File: src/rtl/pcg_pkg.sv
package pcg_pkg;
    localparam int unsigned NSRC      = 4;
    localparam int unsigned SEL_W     = $clog2(NSRC);
    localparam int unsigned DIV_W     = 3;
    localparam int unsigned CNT_W     = (1 << DIV_W) - 1;
    localparam int unsigned BUS_W     = 16;
    localparam logic [BUS_W-1:0] UNLOCK_KEY = 16'h0096;

    localparam int unsigned SRC_LSB   = 0;
    localparam int unsigned DIV_LSB   = 4;
    localparam int unsigned DBRUN_BIT = 8;

    typedef struct packed {
        logic             dbrun;
        logic [DIV_W-1:0] div;
        logic [SEL_W-1:0] src;
    } clk_cfg_t;

    typedef enum logic {
        REG_KEY = 1'b0,
        REG_CFG = 1'b1
    } reg_sel_e;

    function automatic logic [CNT_W-1:0] div_limit(input logic [DIV_W-1:0] code);
        return CNT_W'((32'd1 << code) - 32'd1);
    endfunction

    function automatic clk_cfg_t cfg_unpack(input logic [BUS_W-1:0] w);
        clk_cfg_t c;
        c.src   = w[SRC_LSB +: SEL_W];
        c.div   = w[DIV_LSB +: DIV_W];
        c.dbrun = w[DBRUN_BIT];
        return c;
    endfunction

    function automatic logic [BUS_W-1:0] cfg_pack(input clk_cfg_t c);
        logic [BUS_W-1:0] w;
        w = '0;
        w[SRC_LSB +: SEL_W] = c.src;
        w[DIV_LSB +: DIV_W] = c.div;
        w[DBRUN_BIT]        = c.dbrun;
        return w;
    endfunction
endpackage

File: src/rtl/pcg_regs.sv
module pcg_regs
    import pcg_pkg::*;
#(
    parameter logic [BUS_W-1:0] KEY = UNLOCK_KEY
) (
    input  logic             clk,
    input  logic             rst,
    input  logic             wr_en,
    input  reg_sel_e         addr,
    input  logic [BUS_W-1:0] wdata,
    output logic [BUS_W-1:0] rdata,
    output clk_cfg_t         cfg,
    output logic             cfg_clr
);
    logic     unlocked_q;
    clk_cfg_t cfg_q;
    clk_cfg_t cfg_nxt;
    logic     key_wr;
    logic     cfg_wr;

    assign key_wr  = wr_en && (addr == REG_KEY);
    assign cfg_wr  = wr_en && (addr == REG_CFG) && unlocked_q;
    assign cfg_nxt = cfg_unpack(wdata);
    assign cfg_clr = cfg_wr && ((cfg_nxt.src != cfg_q.src) || (cfg_nxt.div != cfg_q.div));

    always_ff @(posedge clk) begin
        if (rst) begin
            unlocked_q <= 1'b0;
            cfg_q      <= '0;
        end else begin
            if (key_wr) unlocked_q <= (wdata == KEY);
            if (cfg_wr) cfg_q      <= cfg_nxt;
        end
    end

    always_comb begin
        if (addr == REG_KEY) rdata = {{(BUS_W-1){1'b0}}, unlocked_q};
        else                 rdata = cfg_pack(cfg_q);
    end

    assign cfg = cfg_q;

    assert_key_unlock_R2: assert property (@(posedge clk) disable iff (rst)
        (wr_en && addr == REG_KEY && wdata == KEY) |=> unlocked_q);
    assert_key_relock_R2: assert property (@(posedge clk) disable iff (rst)
        (wr_en && addr == REG_KEY && wdata != KEY) |=> !unlocked_q);
    assert_locked_ignore_R3: assert property (@(posedge clk) disable iff (rst)
        (!unlocked_q && !(wr_en && addr == REG_KEY)) |=> $stable(cfg_q));
endmodule

File: src/rtl/pcg_gate.sv
module pcg_gate
    import pcg_pkg::*;
#(
    parameter int unsigned N = NSRC
) (
    input  logic [N-1:0] src_tick,
    input  logic [N-1:0] sleep_stop,
    input  logic         cpu_sleep,
    input  logic         cpu_debug,
    input  clk_cfg_t     cfg,
    output logic         evt,
    output logic         run
);
    logic [N-1:0] qual_tick;
    logic [N-1:0] slept;
    logic         dbg_hold;

    for (genvar g = 0; g < N; g++) begin : g_src
        assign slept[g]     = cpu_sleep & sleep_stop[g];
        assign qual_tick[g] = src_tick[g] & ~slept[g];
    end

    assign dbg_hold = cpu_debug & ~cfg.dbrun;
    assign run      = ~(slept[cfg.src] | dbg_hold);
    assign evt      = qual_tick[cfg.src] & ~dbg_hold;
endmodule

File: src/rtl/pcg_div.sv
module pcg_div
    import pcg_pkg::*;
#(
    parameter int unsigned CW = CNT_W
) (
    input  logic             clk,
    input  logic             rst,
    input  logic             evt,
    input  logic             clr,
    input  logic [DIV_W-1:0] code,
    output logic             pulse
);
    logic [CW-1:0] cnt_q;
    logic [CW-1:0] lim;
    logic          pulse_q;

    assign lim = CW'(div_limit(code));

    always_ff @(posedge clk) begin
        if (rst) begin
            cnt_q   <= '0;
            pulse_q <= 1'b0;
        end else begin
            pulse_q <= 1'b0;
            if (clr) begin
                cnt_q <= '0;
            end else if (evt) begin
                if (cnt_q == lim) begin
                    cnt_q   <= '0;
                    pulse_q <= 1'b1;
                end else begin
                    cnt_q <= cnt_q + 1'b1;
                end
            end
        end
    end

    assign pulse = pulse_q;

    assert_pulse_from_event_R6: assert property (@(posedge clk) disable iff (rst)
        pulse_q |-> $past(evt && !clr));
    assert_hold_phase_R9: assert property (@(posedge clk) disable iff (rst)
        (!evt && !clr) |=> $stable(cnt_q));
    assert_clear_on_change_R10: assert property (@(posedge clk) disable iff (rst)
        clr |=> (cnt_q == '0) && !pulse_q);
endmodule

File: src/rtl/pclk_gate_ctrl.sv
module pclk_gate_ctrl
    import pcg_pkg::*;
#(
    parameter int unsigned      N   = NSRC,
    parameter logic [15:0]      KEY = UNLOCK_KEY
) (
    input  logic        clk,
    input  logic        rst,
    input  logic        bus_wr,
    input  logic        bus_addr,
    input  logic [15:0] bus_wdata,
    output logic [15:0] bus_rdata,
    input  logic [N-1:0] src_tick,
    input  logic [N-1:0] sleep_stop,
    input  logic        cpu_sleep,
    input  logic        cpu_debug,
    output logic        pclk_en
);
    clk_cfg_t cfg;
    logic     cfg_clr;
    logic     evt;
    logic     run;
    reg_sel_e sel;

    assign sel = reg_sel_e'(bus_addr);

    pcg_regs #(.KEY(KEY)) i_regs (
        .clk    (clk),
        .rst    (rst),
        .wr_en  (bus_wr),
        .addr   (sel),
        .wdata  (bus_wdata),
        .rdata  (bus_rdata),
        .cfg    (cfg),
        .cfg_clr(cfg_clr)
    );

    pcg_gate #(.N(N)) i_gate (
        .src_tick  (src_tick),
        .sleep_stop(sleep_stop),
        .cpu_sleep (cpu_sleep),
        .cpu_debug (cpu_debug),
        .cfg       (cfg),
        .evt       (evt),
        .run       (run)
    );

    pcg_div #(.CW(CNT_W)) i_div (
        .clk  (clk),
        .rst  (rst),
        .evt  (evt),
        .clr  (cfg_clr),
        .code (cfg.div),
        .pulse(pclk_en)
    );

    assert_sleep_stop_R7: assert property (@(posedge clk) disable iff (rst)
        (cpu_sleep && sleep_stop[cfg.src]) |=> !pclk_en);
    assert_debug_hold_R8: assert property (@(posedge clk) disable iff (rst)
        (cpu_debug && !cfg.dbrun) |=> !pclk_en);
    assert_gated_no_event_R9: assert property (@(posedge clk) disable iff (rst)
        !run |-> !evt);
endmodule

File: config.mk
export PLATFORM = sky130hd
export DESIGN_NAME = pclk_gate_ctrl
export DESIGN_NICKNAME = d
export VERILOG_FILES = /design/src/rtl/pcg_pkg.sv /design/src/rtl/pcg_regs.sv /design/src/rtl/pcg_gate.sv /design/src/rtl/pcg_div.sv /design/src/rtl/pclk_gate_ctrl.sv
export SDC_FILE = /design/constraint.sdc
export NUM_CORES = 1
export LEC_CHECK = 0
export BUFFER_PORTS_ARGS = -buffer_cell sky130_fd_sc_hd__buf_2
export CAP_MARGIN = 10
export CORE_MARGIN = 2
export CORE_UTILIZATION = 45
export CTS_BUF_LIST = sky130_fd_sc_hd__clkbuf_4 sky130_fd_sc_hd__clkbuf_8
export DETAILED_ROUTE_END_ITERATION = 12
export PLACE_DENSITY_LB_ADDON = 0.05
export SLEW_MARGIN = 20
export SYNTH_ARGS = -nofsm -noshare
export SYNTH_HDL_FRONTEND = slang
export SYNTH_SLANG_ARGS = --single-unit
File: constraint.sdc
create_clock -name clk -period 2.38 [get_ports clk]
set_clock_uncertainty 0.2 [all_clocks]
set_input_delay 0.476 -clock clk [delete_from_list [all_inputs] [get_ports clk]]
set_output_delay 0.476 -clock clk [all_outputs]
set_load 0.05 [all_outputs]
# After elaboration in Yosys (flattened, before gate mapping)
# Index checks and enable logic that the tools add are counted.
# op_classes
mux	5
reduce_logical	7
n_eq_ne	4
n_bitwise	18
n_lt_le_gt_ge	1
n_addsub	2
shifts	1
# ops
cell	count
16-bit by 8-bit equality test with 1-bit output (second input constant)	1
1-bit bitwise AND	10
9-bit two-way mux	1
1-bit NOT	8
7-bit by 1-bit adder with 7-bit output (second input constant)	1
7-bit equality test	1
7-bit two-way mux	1
1-bit by 3-bit << shifter with 7-bit output (first input constant)	1
7-bit by 1-bit subtractor with 7-bit output (second input constant)	1
1-bit logical AND	4
2-bit by 3-bit < comparator with 1-bit output (second input constant)	1
3-bit != test	1
3-bit OR reduction	1
1-bit binary-select mux with 2-bit select	1
1-bit two-way mux	2
2-bit != test	1
2-bit OR reduction	1
1-bit logical OR	1
# totals
register_bits	15
elab_cells	44
in_bits	30

# Logic depth before layout (Yosys ltp)
# Gate-level depths: netlist (run 1).
# logic_depth
ltp_word	8
depth_mapped	8
depth_no_buf	6

# Hierarchy
# A second synthesis (run 1) with hierarchy kept.
# hier_totals
cells_unflattened	122
hier_area_um2	1086.0
# by_module_without_submodules
mod	n_inst	cells_per_inst	area_per_inst_um2	seq_area_each_um2
pcg_regs	1	52	496.7	140.1
pcg_div	1	58	489.2	160.2
pcg_gate	1	12	100.1	0.0

# Least setup slack after synthesis (run 1)
# Ideal clock, no wire load.
# synth_path
path_kind	flip-flop to flip-flop
startpoint	register i_regs.cfg_q (netlist bit i_regs.cfg[3])
endpoint	register i_div.cnt_q[4]
path_stages_with_launch	9
arrival_ps	1844
slack_ps	196
synth_period_minus_slack_ps	2184
setup_time_ps	140
cell_sequence	dfxtp_1 > buf_6 > or3_1 > a21oi_1 > a211oi_1 > or4_1 > buf_2 > a21bo_1 > a21oi_1
# synth_via
elab_chain_len	4
word_cells_on_any_way	8
# synth_rtl
item	line_no	source
start: declaration	pcg_regs.sv:16	clk_cfg_t cfg_q;
start signal: assignment	pcg_regs.sv:32	if (cfg_wr) cfg_q <= cfg_nxt;
1-bit by 3-bit << shifter with 7-bit output or 3-bit != test (tied branches)	pcg_pkg.sv:25, pcg_regs.sv:24	
7-bit by 1-bit subtractor with 7-bit output or 1-bit logical OR (tied branches)	pcg_pkg.sv:25, pcg_regs.sv:24	
7-bit equality test or 1-bit logical AND (tied branches)	pcg_div.sv:28, pcg_regs.sv:24	
7-bit two-way mux or 2-bit OR reduction (tied branches)	-	
end signal: assignment	pcg_div.sv:32	cnt_q <= cnt_q + 1'b1;
end: declaration	pcg_div.sv:13	logic [CW-1:0] cnt_q;
# Several ways; a longest one is shown, not always the timed one.
# A chain may end at the register's enable or synchronous reset.

# Worst setup path in the final report (run 1)
# layout_path
startpoint	register i_regs.cfg_q (netlist bit i_regs.cfg[2])
endpoint	register i_div.cnt_q[4]
# Same word-level chain as after synthesis.

==> results of run 1 <==
## flip-flops by register name, summed over array words and instances (netlist names)
register           cells
i_regs.unlocked_q      1
i_div.pulse            1
i_regs.cfg             6
i_div.cnt_q            7
## path summary, 6_finish.rpt
path / startpoint / to / slack (ps) / depth (start not counted)
max: i_regs.cfg[2] / i_div.cnt_q[4] / 160 / 6
min: rst / i_regs.unlocked_q / 240 / 2
max reg2reg: i_regs.cfg[2] / i_div.cnt_q[4] / 160 / 6
min reg2reg: i_regs.unlocked_q / i_regs.unlocked_q / 320 / 2
## final cells by class
| class | count | area share |
|---|---|---|
| multi-input combinational | 118 | 0.533 |
| sequential | 15 | 0.232 |
| inverter | 2 | 0.00577 |
| timing repair buffer | 43 | 0.179 |
| tap | 28 | 0.0269 |
| clock buffer | 4 | 0.0231 |
## layer usage
| metal | vias to the layer above | track usage | share of wire |
|---|---|---|---|
| met1 | 513 | 0.264 | 0.46 |
| li1 | 558 | - | - |
| met3 | 2 | 0.0367 | 0.052 |
| met5 | - | 0 | 0 |
| met2 | 37 | 0.342 | 0.48 |
| met4 | 0 | 0.0513 | 0.0051 |
## cells by family (layout without fill, tap and decap cells)
family / count (synthesis) / count (layout) / synth area share
buf+inv: 20 / 49 / 0.121
xor+xnor: 6 / 6 / 0.0483
flops: 15 / 15 / 0.276
compound gates: 25 / 25 / 0.144
fa+ha+maj: 1 / 1 / 0.0115
other cells: 1 / 10 / 0.00345
mux: 7 / 7 / 0.0656
simple gates: 69 / 69 / 0.330
## power by group
part           internal, mW  switching (mW)
logic                0.0293          0.0612
clock network        0.0764          0.0839
registers             0.251       0.0000924
total                 0.357           0.145
## metrics by stage
stage	hold WS (ps)	total power, mW
floorplan	264	0.327
global placement	294	0.346
detailed placement	301	0.348
CTS	237	0.507
global route	256	0.526
finish	242	0.502
## layout by cell type, fill, tap and decap left out, types with 5 or more instances in the layout
cell / instances
conb_1: 10
nand3_1: 6
nor2_1: 11
or3_1: 5
dfxtp_1: 14
buf_4: 7
and2_1: 7
mux2i_1: 6
buf_2: 36
nand2_1: 20
a21oi_1: 11
==> results.py, run 1 <==
metrics = {
    "run_status": {
        "status": "finished clean",
    },
    "power": {
        "power_density_nw_per_um2": 386,
        "peakVddDrop_mv": 0.231,
        "p_leak_nw": 0.604,
    },
    "worst_setup_path": {
        "end_kind": "flop",
        "slowest_stage": "or4_4",
        "crit_top_cell": "a21oi_1",
        "crit_path_start_kind": "flop",
        "critPathKind": "flop to flop",
        "cp_max_fo": 9,
        "required_ps": 2360,
        "cp.buffers_inverters": 0,
        "path_cells": "nor2_1 -> a2111oi_0 -> a21oi_1 -> or4_4 -> a21bo_1 -> a21oi_1",
        "critPathTopFamily": "compound AO/OA/AOI/OAI gates",
        "slowest_delay_ps": 560,
        "worstPathArrival_ps": 2190,
    },
    "synth": {
        "synth_area_leaders": "dfxtp_1, buf_4, nand2_1",
        "synth-edff-count": 0,
        "syn_inst": 144,
        "yosysUniqueCellTypes": 40,
        "synth_area_um2": 1090,
        "seq_area_frac_synth": 0.276,
        "synth.most_common_cell": "nand2_1",
        "avgSynthCellArea_um2": 7.55,
        "yosys-top-cells-count": "nand2_1, dfxtp_1, a21oi_1, nor2_1, buf_4",
        "netlist.top_cell.by_area": "dfxtp_1",
        "synthFlopType": "dfxtp_1",
        "synthArstFlopShare": 0,
        "synth_seq_cells": 15,
        "synth_top_area_frac": 0.276,
        "yosysWarnings": 0,
    },
    "routing": {
        "drcViolationCount": 0,
        "initialDrtViolationCount": 35,
        "drtAntennaViolNets": 0,
        "vias": 1110,
        "via_per_inst": 5.29,
        "post_drt_wl_per_cell_um": 12.0,
        "first_pass_iters": 4,
        "finalWirelength_um": 2530,
    },
    "floorplan": {
        "initial_utilization": 0.482,
        "coreArea_um2": 2250,
        "ioPinCount": 47,
        "die_h_um": 53.2,
        "die_area_um2": 2830,
        "rows": 17,
        "die_w_um": 53.2,
    },
    "sta": {
        "fin_crit_sh": 0.932,
        "rsz0062_at_grt": "false",
        "hold_violations": 0,
        "period_minus_slack_ps": 2220,
        "max_freq_mhz": 451,
        "setup_viol": 0,
        "worst_slack_ps": 163,
        "tns_ps": 0,
        "slew_viol_final": 0,
    },
    "clock_tree": {
        "path_clk_slew_ps": 100,
        "numCtsBuffers": 3,
        "cts_tree": "built",
        "h-tree-depth": 1,
        "ctsLongestPathBuffers": 2,
        "postCtsSetupBuffers": 0,
        "cts_hold_buf": 0,
        "post_cts_resized": 0,
        "numClockSinks": 15,
        "root_buffer": "clkbuf_4",
        "clk_latency_ps": 280,
    },
    "finish": {
        "ff_latch_area_um2": 302,
        "final_util": 0.577,
        "diodes": 0,
        "multi_input_area_um2": 693,
        "design_area_um2": 1300,
        "fin_nets": 214,
        "area_growth_syn_to_layout_pct": 19.6,
        "instances_no_fill": 210,
        "nFillCells": 225,
        "drive_above_1_share": 0.280,
    },
    "global_route": {
        "grt_max_degree": 13,
        "track_usage": 0.202,
        "antenna_found_initial": 0,
        "grt_pass1_vias": 992,
        "grt-ovfl-total": 0,
        "grt_first_pass_wirelength_um": 4270,
    },
    "placement": {
        "routabilityCongestion": 0.763,
        "port_buffers": 36,
        "placed_area_um2": 1260,
        "dp_hpwl_um": 2020,
        "dp_slack_ps": 65.3,
        "place_inst": 206,
    },
    "min_path": {
        "min_path_type": "input port to flop",
    },
    "job": {
        "drv_cap": 0,
    },
}
No activity file was read; power rests on OpenSTA's default activity.
==> run 2: changes to the inputs <==
TNS_END_PERCENT = 10   (was not set)
clock period = 2.31 ns   (was 2.38 ns; I/O delays follow)
==> results.py, run 2 (same netlist as run 1, synthesis figures left out) <==
metrics = {
    "run_status": {
        "status": "finished clean",
    },
    "floorplan": {
        "die_h_um": 53.2,
        "rows": 17,
        "coreArea_um2": 2250,
        "initial_utilization": 0.482,
        "ioPinCount": 47,
        "die_w_um": 53.2,
        "die_area_um2": 2830,
    },
    "routing": {
        "vias": 1092,
        "via_per_inst": 5.10,
        "drcViolationCount": 0,
        "first_pass_iters": 4,
        "initialDrtViolationCount": 17,
        "post_drt_wl_per_cell_um": 11.2,
        "finalWirelength_um": 2400,
        "drtAntennaViolNets": 0,
    },
    "worst_setup_path": {
        "crit_top_cell": "a21oi_1",
        "crit_path_start_kind": "flop",
        "critPathTopFamily": "simple AND/OR/NAND/NOR gates",
        "slowest_stage": "or4_4",
        "r2r_end": "i_div.cnt_q[4]",
        "slowest_delay_ps": 610,
        "end_kind": "flop",
        "cp.buffers_inverters": 0,
        "rr_worst_depth": 6,
        "required_ps": 2290,
        "cp_max_fo": 9,
        "critPathKind": "flop to flop",
        "worstPathArrival_ps": 2160,
        "worst-path-stages": 6,
        "path_cells": "or3_1 -> a21oi_1 -> a211oi_1 -> or4_4 -> a21bo_1 -> a21oi_1",
        "rrSetupSlack_ps": 120,
        "r2r_start": "i_regs.cfg[3]",
    },
    "sta": {
        "fin_crit_sh": 0.946,
        "hold_violations": 0,
        "setup_viol": 0,
        "tns_ps": 0,
        "max_freq_mhz": 457,
        "slew_viol_final": 0,
        "period_minus_slack_ps": 2190,
        "rsz0062_at_grt": "false",
    },
    "global_route": {
        "track_usage": 0.193,
        "antenna_found_initial": 0,
        "grt_pass1_vias": 954,
        "grt_max_degree": 13,
        "grt_first_pass_wirelength_um": 4090,
        "grt-ovfl-total": 0,
    },
    "finish": {
        "largest_reg_flops": 7,
        "nFillCells": 219,
        "final_util": 0.589,
        "diodes": 0,
        "largest-register": "i_div.cnt_q",
        "drive_above_1_share": 0.290,
        "area_growth_syn_to_layout_pct": 22.2,
        "fin_nets": 218,
        "final_cell_mix": "buf_2, nand2_1, dfxtp_1",
        "multi_input_area_um2": 693,
        "layout_commonest_cell": "buf_2",
        "ff_latch_area_um2": 300,
        "instances_no_fill": 214,
    },
    "min_path": {
        "min_path_type": "input port to flop",
        "min-delay-start": "rst",
        "min_to": "i_regs.unlocked_q",
        "holdPathStages": 2,
    },
    "power": {
        "p_leak_nw": 0.626,
        "power_density_nw_per_um2": 386,
        "peakVddDrop_mv": 0.375,
    },
    "job": {
        "drv_cap": 0,
    },
    "clock_tree": {
        "cts_hold_buf": 0,
        "ctsLongestPathBuffers": 2,
        "numCtsBuffers": 3,
        "cts_tree": "built",
        "path_clk_slew_ps": 90,
        "numClockSinks": 15,
        "root_buffer": "clkbuf_4",
        "h-tree-depth": 1,
        "clk_latency_ps": 280,
        "postCtsSetupBuffers": 0,
    },
    "placement": {
        "place_inst": 210,
        "dp_hpwl_um": 1940,
        "routabilityCongestion": 0.849,
        "port_buffers": 36,
    },
}
run 2: area by class of cell:
cell class | instances | area share
tap | 28 | 0.0264
multi-input combinational | 118 | 0.522
clock buffer | 4 | 0.0226
inverter | 2 | 0.00565
sequential | 15 | 0.226
timing repair buffer | 47 | 0.198
run 2: through the flow:
step | power (mW) | hold WS [ps] | worst slack [ps] | instance area, um^2
global route | 0.537 | 250 | 7.37 | 1330
floorplan | 0.336 | 264 | 126 | 1120
CTS | 0.520 | 241 | 40.3 | 1330
finish | 0.513 | 242 | 124 | 1330
global placement | 0.356 | 295 | 90.1 | 1290
detailed placement | 0.357 | 299 | 64.7 | 1290
run 2: how the worst max path moves through the flow:
stage | start | slack, ps | endpoint
floorplan | i_regs.cfg[3] | 130 | i_div.cnt_q[4]
global placement | i_regs.cfg[3] | 90 | i_div.cnt_q[4]
detailed placement | i_regs.cfg[3] | 60 | i_div.cnt_q[4]
CTS | i_regs.cfg[3] | 40 | i_div.cnt_q[4]
global route | i_regs.cfg[3] | 7 | i_div.cnt_q[5]
finish | i_regs.cfg[3] | 120 | i_div.cnt_q[4]
run 2: worst reg2reg max path: cells and delay by family (launching register included):
| kind | cells | cell delay (ps) |
|---|---|---|
| AOI/OAI and AO/OA | 4 | 530 |
| DFF | 1 | 370 |
| and+or+nand+nor | 2 | 990 |
run 2: report_power, final:
group | internal [mW] | switching, mW | total, mW | leakage [nW]
Sequential | 0.259 | 0.000107 | 0.259 | 0.121
Clock | 0.0786 | 0.0835 | 0.162 | 0.0184
Combinational | 0.0302 | 0.0621 | 0.0922 | 0.486
Total | 0.368 | 0.146 | 0.513 | 0.626
run 2: repair_timing:
action | 4_1_cts | 5_1_grt
gates resized for setup | 0 | 1
endpoints found under the setup margin | 0 | 8
endpoints found under the hold margin | 0 | 0
run 2: routing by layer:
layer | global-route usage | share of wire | vias up
met3 | 0.0254 | 0.048 | 2
li1 | - | - | 569
met1 | 0.273 | 0.48 | 487
met5 | 0 | 0 | -
met2 | 0.298 | 0.47 | 34
met4 | 0.0641 | 0.0054 | 0
==> run 3: changes to the inputs <==
CORE_MARGIN = not set   (was 2)
==> results.py, run 3 (same netlist as run 1, synthesis figures left out) <==
metrics = {
    "run_status": {
        "status": "finished clean",
    },
    "routing": {
        "first_pass_iters": 4,
        "drtAntennaViolNets": 0,
        "vias": 1123,
        "finalWirelength_um": 2490,
        "post_drt_wl_per_cell_um": 11.7,
        "initialDrtViolationCount": 12,
        "via_per_inst": 5.25,
        "drcViolationCount": 0,
    },
    "clock_tree": {
        "root_buffer": "clkbuf_4",
        "ctsLongestPathBuffers": 2,
        "numClockSinks": 15,
        "path_clk_slew_ps": 100,
        "post_cts_resized": 0,
        "cts_hold_buf": 0,
        "cts_tree": "built",
        "numCtsBuffers": 3,
        "clk_latency_ps": 290,
        "postCtsSetupBuffers": 0,
        "h-tree-depth": 1,
    },
    "sta": {
        "setup_viol": 0,
        "slew_viol_final": 0,
        "period_minus_slack_ps": 2160,
        "tns_ps": 0,
        "max_freq_mhz": 462,
        "fin_crit_sh": 0.937,
        "rsz0062_at_grt": "false",
        "hold_violations": 0,
    },
    "worst_setup_path": {
        "worstPathArrival_ps": 2150,
        "r2r_start": "i_regs.cfg[3]",
        "r2r_end": "i_div.cnt_q[5]",
        "crit_path_start_kind": "flop",
        "end_kind": "flop",
        "critPathKind": "flop to flop",
        "cp_max_fo": 9,
        "rr_worst_depth": 6,
        "rrSetupSlack_ps": 150,
        "required_ps": 2290,
    },
    "global_route": {
        "track_usage": 0.218,
        "grt_first_pass_wirelength_um": 4330,
        "grt_pass1_vias": 1017,
        "grt_max_degree": 13,
        "antenna_found_initial": 0,
        "grt-ovfl-total": 0,
    },
    "finish": {
        "drive_above_1_share": 0.296,
        "ff_latch_area_um2": 300,
        "diodes": 0,
        "largest_reg_flops": 7,
        "largest-register": "i_div.cnt_q",
        "layout_commonest_cell": "buf_2",
        "final_cell_mix": "buf_2, nand2_1, dfxtp_1",
        "fin_nets": 218,
        "nFillCells": 219,
        "area_growth_syn_to_layout_pct": 22.4,
        "multi_input_area_um2": 698,
        "instances_no_fill": 214,
    },
    "min_path": {
        "holdPathStages": 2,
        "min_path_type": "input port to flop",
        "min-delay-start": "rst",
        "min_to": "i_regs.unlocked_q",
    },
    "placement": {
        "port_buffers": 36,
        "dp_hpwl_um": 1970,
        "place_inst": 210,
        "routabilityCongestion": 0.866,
    },
    "power": {
        "total_power_mw": 0.508,
        "power_density_nw_per_um2": 381,
        "peakVddDrop_mv": 0.316,
        "p_leak_nw": 0.626,
    },
    "floorplan": {
        "initial_utilization": 0.482,
        "ioPinCount": 47,
        "rows": 17,
        "die_h_um": 51.2,
        "coreArea_um2": 2250,
        "die_w_um": 51.2,
        "die_area_um2": 2620,
    },
    "job": {
        "drv_cap": 0,
    },
}
-- run 3: through the flow --
step                      hold WS [ps]  instance area (um^2)  setup slack, ps  utilization
final                              245                  1330              147        0.590
after global routing               252                  1330             57.9        0.590
after CTS                          245                  1320             50.1        0.587
after detailed placement           302                  1290             65.2        0.574
after global placement             292                  1290             88.6        0.574
after floorplan                    264                  1120              126            -
-- run 3: worst max-delay path by stage --
stage | start | to | slack [ps]
6_report | i_regs.cfg[3] | i_div.cnt_q[5] | 150
3_3_place_gp | i_regs.cfg[3] | i_div.cnt_q[4] | 90
4_1_cts | i_regs.cfg[3] | i_div.cnt_q[4] | 50
2_1_floorplan | i_regs.cfg[3] | i_div.cnt_q[4] | 130
3_5_place_dp | i_regs.cfg[3] | i_div.cnt_q[4] | 70
5_1_grt | i_regs.cfg[3] | i_div.cnt_q[5] | 60
-- run 3: per-layer routing --
metal,wire (um),vias to the layer above,GRT usage
li1,-,569,-
met5,0,-,0
met2,1190,31,0.351
met1,1190,519,0.289
met4,23,0,0.0787
met3,91,4,0.0357
-- run 3: final cells by class --
cell class / count / area share
clock inverters: 1 / 0.00376
flip-flops and latches: 15 / 0.226
well taps: 28 / 0.0263
multi-input cells: 118 / 0.524
repair buffers: 47 / 0.197
inverters: 2 / 0.00564
clock buffers: 3 / 0.0169
-- run 3: report_power, final --
| part | switching, mW | internal [mW] | total (mW) |
|---|---|---|---|
| combinational | 0.0631 | 0.0305 | 0.0936 |
| sequential | 0.000105 | 0.259 | 0.259 |
| clock | 0.0909 | 0.0643 | 0.155 |
-- run 3: critical path: stages, from the launching register on --
cell and delay [ps]:
dfxtp_1 380, or3_1 390, a21oi_1 150, a211oi_1 90
or4_4 610, or4b_1 200, a21oi_1 60
